`src/rtl/hwloop_pkg.sv`:
```
package hwloop_pkg;

    // Operation applied to the loop-context stack in one cycle
    typedef enum logic [1:0] {
        STK_HOLD = 2'd0,
        STK_PUSH = 2'd1,
        STK_DEC  = 2'd2,
        STK_POP  = 2'd3
    } stk_op_e;

    // Byte distance between consecutive instructions
    localparam int unsigned INSN_BYTES = 4;
    localparam int unsigned INSN_SHIFT = 2;

endpackage

```
`src/rtl/hwloop_ctx_stack.sv`:
```
module hwloop_ctx_stack
    import hwloop_pkg::*;
#(
    parameter int unsigned DEPTH  = 8,
    parameter int unsigned ADDR_W = 32,
    parameter int unsigned CNT_W  = 32
) (
    input  logic              clk_i,
    input  logic              rst_ni,
    input  stk_op_e           op_i,
    input  logic [ADDR_W-1:0] push_start_i,
    input  logic [ADDR_W-1:0] push_last_i,
    input  logic [CNT_W-1:0]  push_cnt_i,
    output logic              top_valid_o,
    output logic [ADDR_W-1:0] top_start_o,
    output logic [ADDR_W-1:0] top_last_o,
    output logic [CNT_W-1:0]  top_cnt_o,
    output logic              full_o
);

    localparam int unsigned PTR_W = $clog2(DEPTH + 1);

    typedef struct packed {
        logic [ADDR_W-1:0] start;
        logic [ADDR_W-1:0] last;
        logic [CNT_W-1:0]  cnt;
    } ctx_t;

    logic [PTR_W-1:0] ptr_d, ptr_q;
    ctx_t             ctx_all [DEPTH];
    ctx_t             top_ctx;

    // Occupancy pointer: number of live contexts
    always_comb begin
        ptr_d = ptr_q;
        case (op_i)
            STK_PUSH: ptr_d = ptr_q + PTR_W'(1);
            STK_POP:  ptr_d = ptr_q - PTR_W'(1);
            default:  ptr_d = ptr_q;
        endcase
    end

    always_ff @(posedge clk_i or negedge rst_ni) begin
        if (!rst_ni) begin
            ptr_q <= '0;
        end else begin
            ptr_q <= ptr_d;
        end
    end

    // One register per slot; a slot is written on push into it or on
    // decrement while it is the top
    for (genvar gi = 0; gi < DEPTH; gi++) begin : g_slot
        ctx_t ent_d, ent_q;

        always_comb begin
            ent_d = ent_q;
            if (op_i == STK_PUSH && ptr_q == PTR_W'(gi)) begin
                ent_d.start = push_start_i;
                ent_d.last  = push_last_i;
                ent_d.cnt   = push_cnt_i;
            end else if (op_i == STK_DEC && ptr_q == PTR_W'(gi + 1)) begin
                ent_d.cnt = ent_q.cnt - CNT_W'(1);
            end
        end

        always_ff @(posedge clk_i or negedge rst_ni) begin
            if (!rst_ni) begin
                ent_q <= '0;
            end else begin
                ent_q <= ent_d;
            end
        end

        assign ctx_all[gi] = ent_q;
    end

    // Select the innermost live context
    always_comb begin
        top_ctx = '0;
        for (int i = 0; i < DEPTH; i++) begin
            if (ptr_q == PTR_W'(i + 1)) begin
                top_ctx = ctx_all[i];
            end
        end
    end

    assign top_valid_o = (ptr_q != '0);
    assign full_o      = (ptr_q == PTR_W'(DEPTH));
    assign top_start_o = top_ctx.start;
    assign top_last_o  = top_ctx.last;
    assign top_cnt_o   = top_ctx.cnt;

endmodule

```
`src/rtl/hwloop_end_match.sv`:
```
module hwloop_end_match #(
    parameter int unsigned ADDR_W = 32,
    parameter int unsigned CNT_W  = 32
) (
    input  logic              pc_valid_i,
    input  logic [ADDR_W-1:0] pc_i,
    input  logic              suppress_i,
    input  logic              top_valid_i,
    input  logic [ADDR_W-1:0] top_last_i,
    input  logic [CNT_W-1:0]  top_cnt_i,
    output logic              loop_back_o,
    output logic              finish_o
);

    logic hit;
    logic more_left;

    assign hit         = pc_valid_i && !suppress_i && top_valid_i && (pc_i == top_last_i);
    assign more_left   = (top_cnt_i > CNT_W'(1));
    assign loop_back_o = hit && more_left;
    assign finish_o    = hit && !more_left;

endmodule

```
`src/rtl/hwloop_ctrl.sv`:
```
module hwloop_ctrl
    import hwloop_pkg::*;
#(
    parameter int unsigned DEPTH     = 8,
    parameter int unsigned ADDR_W    = 32,
    parameter int unsigned CNT_W     = 32,
    parameter int unsigned IMM_CNT_W = 10,
    parameter int unsigned BODY_W    = 12
) (
    input  logic                 clk_i,
    input  logic                 rst_ni,
    input  logic                 pc_valid_i,
    input  logic [ADDR_W-1:0]    pc_i,
    input  logic                 loop_start_i,
    input  logic                 cnt_from_reg_i,
    input  logic [CNT_W-1:0]     reg_cnt_i,
    input  logic [IMM_CNT_W-1:0] imm_cnt_i,
    input  logic [BODY_W-1:0]    body_len_i,
    output logic                 redirect_o,
    output logic [ADDR_W-1:0]    target_o,
    output logic                 err_bad_arg_o,
    output logic                 err_full_o
);

    typedef struct packed {
        logic bad_arg;
        logic full;
    } err_t;

    err_t              err_d, err_q;
    stk_op_e           op;
    logic [CNT_W-1:0]  cnt_sel;
    logic [ADDR_W-1:0] body_start;
    logic [ADDR_W-1:0] body_last;
    logic              arg_bad;
    logic              start_ok;
    logic              top_valid;
    logic [ADDR_W-1:0] top_start;
    logic [ADDR_W-1:0] top_last;
    logic [CNT_W-1:0]  top_cnt;
    logic              stk_full;
    logic              loop_back;
    logic              finish;

    // Decide the stack operation and the error flags for the next cycle
    always_comb begin
        cnt_sel    = cnt_from_reg_i ? reg_cnt_i : CNT_W'(imm_cnt_i);
        body_start = pc_i + ADDR_W'(INSN_BYTES);
        body_last  = pc_i + (ADDR_W'(body_len_i) << INSN_SHIFT);
        arg_bad    = (cnt_sel == '0) || (body_len_i == '0);
        start_ok   = loop_start_i && !arg_bad && !stk_full;

        err_d         = '0;
        err_d.bad_arg = loop_start_i && arg_bad;
        err_d.full    = loop_start_i && !arg_bad && stk_full;

        if (start_ok) begin
            op = STK_PUSH;
        end else if (loop_back) begin
            op = STK_DEC;
        end else if (finish) begin
            op = STK_POP;
        end else begin
            op = STK_HOLD;
        end
    end

    always_ff @(posedge clk_i or negedge rst_ni) begin
        if (!rst_ni) begin
            err_q <= '0;
        end else begin
            err_q <= err_d;
        end
    end

    hwloop_ctx_stack #(
        .DEPTH  (DEPTH),
        .ADDR_W (ADDR_W),
        .CNT_W  (CNT_W)
    ) u_stack (
        .clk_i        (clk_i),
        .rst_ni       (rst_ni),
        .op_i         (op),
        .push_start_i (body_start),
        .push_last_i  (body_last),
        .push_cnt_i   (cnt_sel),
        .top_valid_o  (top_valid),
        .top_start_o  (top_start),
        .top_last_o   (top_last),
        .top_cnt_o    (top_cnt),
        .full_o       (stk_full)
    );

    hwloop_end_match #(
        .ADDR_W (ADDR_W),
        .CNT_W  (CNT_W)
    ) u_match (
        .pc_valid_i  (pc_valid_i),
        .pc_i        (pc_i),
        .suppress_i  (loop_start_i),
        .top_valid_i (top_valid),
        .top_last_i  (top_last),
        .top_cnt_i   (top_cnt),
        .loop_back_o (loop_back),
        .finish_o    (finish)
    );

    assign redirect_o    = loop_back;
    assign target_o      = loop_back ? top_start : '0;
    assign err_bad_arg_o = err_q.bad_arg;
    assign err_full_o    = err_q.full;

endmodule

```
`config.mk`:
```
export PLATFORM = sky130hd
export DESIGN_NAME = hwloop_ctrl
export DESIGN_NICKNAME = d
export VERILOG_FILES = /design/src/rtl/hwloop_pkg.sv /design/src/rtl/hwloop_ctx_stack.sv /design/src/rtl/hwloop_end_match.sv /design/src/rtl/hwloop_ctrl.sv
export SDC_FILE = /design/constraint.sdc
export NUM_CORES = 2
export LEC_CHECK = 0
export BUFFER_PORTS_ARGS = -buffer_cell sky130_fd_sc_hd__buf_2
export CAP_MARGIN = 20
export CORE_MARGIN = 4
export CORE_UTILIZATION = 45
export CTS_CLUSTER_SIZE = 16
export DETAILED_ROUTE_END_ITERATION = 7
export HOLD_SLACK_MARGIN = 0.03
export PLACE_DENSITY_LB_ADDON = 0.05
export SLEW_MARGIN = 20
export SYNTH_ARGS = -nofsm -noshare
export SYNTH_HDL_FRONTEND = slang
export SYNTH_SLANG_ARGS = --single-unit
```
`constraint.sdc`:
```
create_clock -name clk_i -period 6.47 [get_ports clk_i]
set_clock_uncertainty 0.15 [all_clocks]
set_input_delay 1.294 -clock clk_i [delete_from_list [all_inputs] [get_ports clk_i]]
set_output_delay 1.294 -clock clk_i [all_outputs]
set_load 0.01 [all_outputs]
```
Word-level counts from Yosys, hierarchy flattened
Index checks and enable logic that the tools add are counted.
{ "classes": {"n_eq_ne": 12, "n_mux": 30, "n_reduce_logical": 43, "n_addsub": 12, "magnitude_cmp": 1} }
{ "ops": {"columns": ["operator", "count"], "rows": [
  ["$mux W96", 8],
  ["$mux W32", 18],
  ["$sub A32 B1 Y32 const B", 8],
  ["$add A32 B14 Y32", 1],
  ["$add A32 B3 Y32 const B", 1],
  ["$eq A32 B32 Y1", 1],
  ["$gt A32 B1 Y1 const B", 1],
  ["$logic_not A32 Y1", 1],
  ["$logic_and A1 B1 Y1", 25],
  ["$reduce_bool A2 Y1", 9],
  ["$eq A4 B3 Y1 const B", 4],
  ["$logic_not A12 Y1", 1],
  ["$eq A4 B2 Y1 const B", 2],
  ["$pmux W4 S2", 1],
  ["$mux W2", 3],
  ["$add A4 B1 Y4 const B", 1],
  ["$eq A2 B2 Y1 const B", 2],
  ["$eq A4 B1 Y1 const B", 1],
  ["$eq A4 B4 Y1 const B", 1],
  ["$logic_not A1 Y1", 4],
  ["$logic_not A4 Y1", 1],
  ["$reduce_bool A4 Y1", 1],
  ["$sub A4 B1 Y4 const B", 1],
  ["$eq A2 B1 Y1 const B", 1],
  ["$logic_or A1 B1 Y1", 1]
]} }
{ "totals": {"word_cells": 125, "output_inout_bits": 35, "regBits": 774, "inputBits": 91} }

Longest topological paths before layout
{ "depth": {"ltp_word": 19, "ltp_mapped": 21, "depth_no_buf": 14} }

By module
A second synthesis with hierarchy kept.
{ "unflattened": {"hier_cells": 4977, "area_unflattened_um2": 41233.3} }
{ "modules_own_cells": {"columns": ["mod", "area_per_inst_um2", "cells_each", "n_inst", "seq_area_each_um2"], "rows": [
  ["hwloop_ctx_stack", 38573.2, 4602, 1, 19318.5],
  ["hwloop_ctrl", 2217.1, 318, 1, 50.0],
  ["hwloop_end_match", 442.9, 57, 1, 0.0]
]} }

Worst setup path before layout
No wires, ideal clock.
{ "synth_path": {"path_kind": "input to output", "start": "in pc_i[0]", "end": "out target_o[10]", "slack_ns": 0.996, "t_arrival_ns": 4.030, "required_ns": 5.026, "n_path_buf": 5, "stages": 13, "path_cell_list": "clkbuf_1 > xnor2_1 > o2111ai_1 > o41ai_1 > nand4b_1 > nor4bb_1 > nand3_1 > or4_1 > buf_2 > buf_6 > clkbuf_1 > buf_1 > nor2_1"} }
{ "synth_between": {"elab_chain_cells": 4} }
{ "synth_rtl": {"columns": ["element", "line_no", "source"], "rows": [
  ["start, declared", "hwloop_ctrl.sv:13", "input logic [ADDR_W-1:0] pc_i,"],
  ["$eq A32 B32 Y1", "hwloop_end_match.sv:18", "assign hit = pc_valid_i && !suppress_i && top_valid_i && (pc_i == top_last_i);"],
  ["$logic_and A1 B1 Y1", "hwloop_end_match.sv:18", null],
  ["$logic_and A1 B1 Y1", "hwloop_end_match.sv:20", "assign loop_back_o = hit && more_left;"],
  ["$mux W32", "hwloop_ctrl.sv:109", "assign target_o = loop_back ? top_start : '0;"],
  ["end, declared", "hwloop_ctrl.sv:20", "output logic [ADDR_W-1:0] target_o,"]
]} }
No other way between the ends.

Worst setup path in the final report
{ "layout_path": {"start": "reg u_stack.ptr_q[2]", "end": "out target_o[1]"} }
{ "layout_between": {"elab_chain_cells": 13, "elab_cells_between_ends": 23, "classes_between": "order compare (1); eq/ne (9); mux (9); reduce/logical (4)"} }
{ "layout_rtl": {"columns": ["element", "line_no", "source"], "rows": [
  ["start, declared", "hwloop_ctx_stack.sv:29", "logic [PTR_W-1:0] ptr_d, ptr_q;"],
  ["start signal, assigned", "hwloop_ctx_stack.sv:47", "ptr_q <= ptr_d;"],
  ["branches (longest 12 deep; another with $gt A32 B1 Y1)", null, null],
  ["$mux W32 (*)", "hwloop_ctrl.sv:109", null]
]} }
Every way passes the cells marked *.

==> key figures <==
Synthesis
  – Xor/xnor share of the synthesized area: 3.58%
  – Synth top cells by count: 842 x nand2_1, 758 x dfrtp_1, 627 x o21ai_0
  – Main synth FF type: dfrtp_1
  – Top cell type's share of synthesized area: 46.9%
  – Largest family of logic cells by synthesized area: compound AO/OA/AOI/OAI gates
  – Post-synthesis simple-gate area fraction: 21.6%
  – Area contributors post-synth: dfrtp_1 47%, nand2_1 7.8%, o21ai_0 7.8%
  – Register area share after synthesis: 46.9%
  – Mux cell area share after synthesis: 0.659%
  – Syn Nets: 4776
  – Adder-cell share of the synthesized area: 0.824%
  – Flops & latches, synth: 758
  – Post-Syn Area per Cell: 8.67 um2
  – Warnings from Yosys: 0
  – Compound-Gate Fraction of Synth Area: 22.1%
  – Ys async rst share: 100%
  – Synth cell types: 87
  – Most numerous cell in the Yosys netlist: nand2_1
  – Number of flops mapped to enable cells by yosys: 0
  – Post-Syn Instances: 4659
  – Synth area leader: dfrtp_1
  – Post-Syn Area: 0.0404 mm2

Die
  – Total die area: 0.0947 mm2
  – Core area: 0.0888 mm2
  – Row cnt: 109
  – Die height: 308 um
  – Number of I/O pins: 126
  – Initial Util: 45.5%
  – Die X: 308 um

Clocking
  – Htree depth: 3
  – CTS root buf: clkbuf_16
  – Clock buffer depth: 3
  – # clock sinks: 758
  – TritonCTS clock tree: built
  – Clk_lat worst skew: 0.67 ns
  – CTS Buf Count: 88
  – Clock slew seen by the registers of the worst setup and hold paths: 0.06 ns

STA
  – Fmax: 159 MHz
  – Final hold viol count: 0
  – TNS Setup: 0 ns
  – Slew Limit Fails: 0
  – Max-slew headroom: 23.9%
  – Worst slew pin tran: 1.13 ns
  – # setup viols final: 0
  – Fin crit share: 97.4%
  – RSZ-0062 raised after global routing: false
  – Minimum clock period: 6.30 ns

Route
  – Initial DRC Count: 4230
  – Via count: 36600
  – Routed wire per std cell: 26.2 um
  – Final ANT Viol Nets: 0
  – Total Routed Length: 154000 um
  – # DRC: 0
  – Total iterations of the first detailed-routing run: 6
  – Vias/cell: 6.22

Critical path
  – Crit-path max cell delay: 0.78 ns
  – Worst path slowest cell: nor2_1
  – WS Path Type: reg -> out
  – Crit path required time: 5.03 ns
  – CP Cell Sequence: buf_4, buf_4, nor2_1, o21a_1, a211oi_1, o21ai_0, xor2_1, nor4_1, nand3_1, or4_4, a311oi_1, buf_4, buf_2
  – Critical Path Source Type: flip-flop
  – CP dominant cell by count: buf_4
  – Critical Path Fanout Max: 26
  – WP data arrival: 4.86 ns
  – Crit. End Element: primary output

Power and ir drop
  – Pwr Density: 469 mW/mm2
  – Leak Pwr: 18.7 nW
  – Peak VDD IR: 0.257 mV
  – Tot Pwr: 21.4 mW

Worst hold path
  – Worst hold path class: reg -> reg

Status
  – Status: finished clean

Global route
  – Largest net degree at the start of global routing: 141
  – Initial antenna violation count: 4
  – Vias in the first global route: 34900
  – Total GRT Usage: 32.0%
  – Grt ovf: 0
  – First-pass GRT wire length: 230000 um

Finish
  – Final-stage net count: 4773
  – Ratio of cells with drive above 1 in the final layout: 11.0%
  – # fillers: 8421
  – Fin util: 51.3%
  – Area Overhead vs Synth: 12.8%

Placed design
  – Gp weighted congestion: 0.942
  – Detailed-placement wirelength estimate: 100000 um
  – Count of input and output buffers: 125

Run
  – Max-Cap Viols: 0
[per-layer routing]
layer / vias up / track usage [%] / wire, um
li1: 16800 / - / -
met1: 18100 / 46.4 / 69400
met2: 1468 / 48.3 / 67400
met3: 246 / 6.35 / 12200
met4: 4 / 10.4 / 5030
met5: - / 0 / 28
[area by class of cell]
cell class                 instances  area [um2]  share of cell area [%]
antenna                            2        5.00                  0.0110
clock buffer                     130        2590                    5.68
clock inverter                    27         414                   0.908
inverter                          78         297                   0.650
multi-input combinational       3467       20000                    43.8
sequential                       758       19000                    41.6
tap                             1165        1460                    3.20
timing repair buffer             263        1900                    4.16
[state kept, by name (all words and copies together) (netlist names)]
name,count
err_bad_arg_o,1
err_full_o,1
u_stack.ctx_all,752
u_stack.ptr_q,4
[through the flow]
step	hold slack (ns)	cell area, um2	worst slack (ns)	std cells
after detailed placement	0.313	42300	0.653	5711
after CTS	0.328	45400	0.0121	5876
final	0.325	45600	0.170	5890
after floorplan	0.287	40400	0.996	4659
after global placement	0.307	42300	0.690	5711
after global routing	0.343	45600	0.0214	5888
[cell families after synthesis]
family	Yosys count
AO/OA/AOI/OAI	1425
buffers and inverters	434
flip-flops	758
AND/OR/NAND/NOR	1826
XOR/XNOR	165
adder cells (fa/ha/maj)	26
multiplexers	25
[power breakdown]
| group | leakage, nW | internal, mW | switching [mW] | total, mW |
|---|---|---|---|---|
| sequential | 9.42 | 6.88 | 1.74 | 8.62 |
| clock | 1.48 | 3.16 | 2.10 | 5.26 |
| combinational | 7.83 | 2.80 | 4.69 | 7.50 |
[layout by cell type (no fill, tap or decap), drive strengths merged, types with 35 or more instances in the layout]
cell | synthesis | layout
a22oi | 71 | 71
nor4 | 92 | 92
clkbuf | 244 | 130
o21ai | 633 | 633
dfrtp | 758 | 758
a21oi | 221 | 221
inv | 78 | 78
nand2 | 842 | 842
or3 | 55 | 55
nor3 | 133 | 133
or4 | 40 | 40
nand3 | 116 | 116
o211ai | 107 | 107
nand3b | 49 | 49
nand4 | 35 | 35
xor2 | 70 | 70
buf | 112 | 263
nor2 | 261 | 261
xnor2 | 95 | 95
a31oi | 41 | 41
a221oi | 42 | 42
nor2b | 51 | 51
[critical path: cells and delay by family, from the launching register on]
kind / cells / cell delay, ns
AOI/OAI and AO/OA: 4 / 0.97
DFF: 1 / 0.38
buffers and inverters: 4 / 0.83
xor gates and xnor gates: 1 / 0.15
and+or+nand+nor: 4 / 1.85
[path summary, 6_finish.rpt]
check | from | to | slack (ns) | cells after the start
setup reg to reg | u_stack.ptr_q[1] | u_stack.ctx_all[206] | 0.84 | 15
hold reg to reg | u_stack.ctx_all[705] | u_stack.ctx_all[705] | 0.33 | 2
min in group asynchronous | rst_ni | u_stack.ctx_all[20] | 0.49 | 1
setup / recovery | u_stack.ptr_q[2] | target_o[1] | 0.17 | 13
hold / removal | u_stack.ctx_all[705] | u_stack.ctx_all[705] | 0.33 | 2
max in group asynchronous | rst_ni | u_stack.ctx_all[227] | 4.25 | 2
[repair_timing]
action	CTS	global route
cloned	0	0
resized for setup	3	9
setup endpoints to repair	18	33
setup buffers	8	12
pin swaps	1	2
hold buffers	0	0
Note: power is estimated with default switching activity, not from simulation.
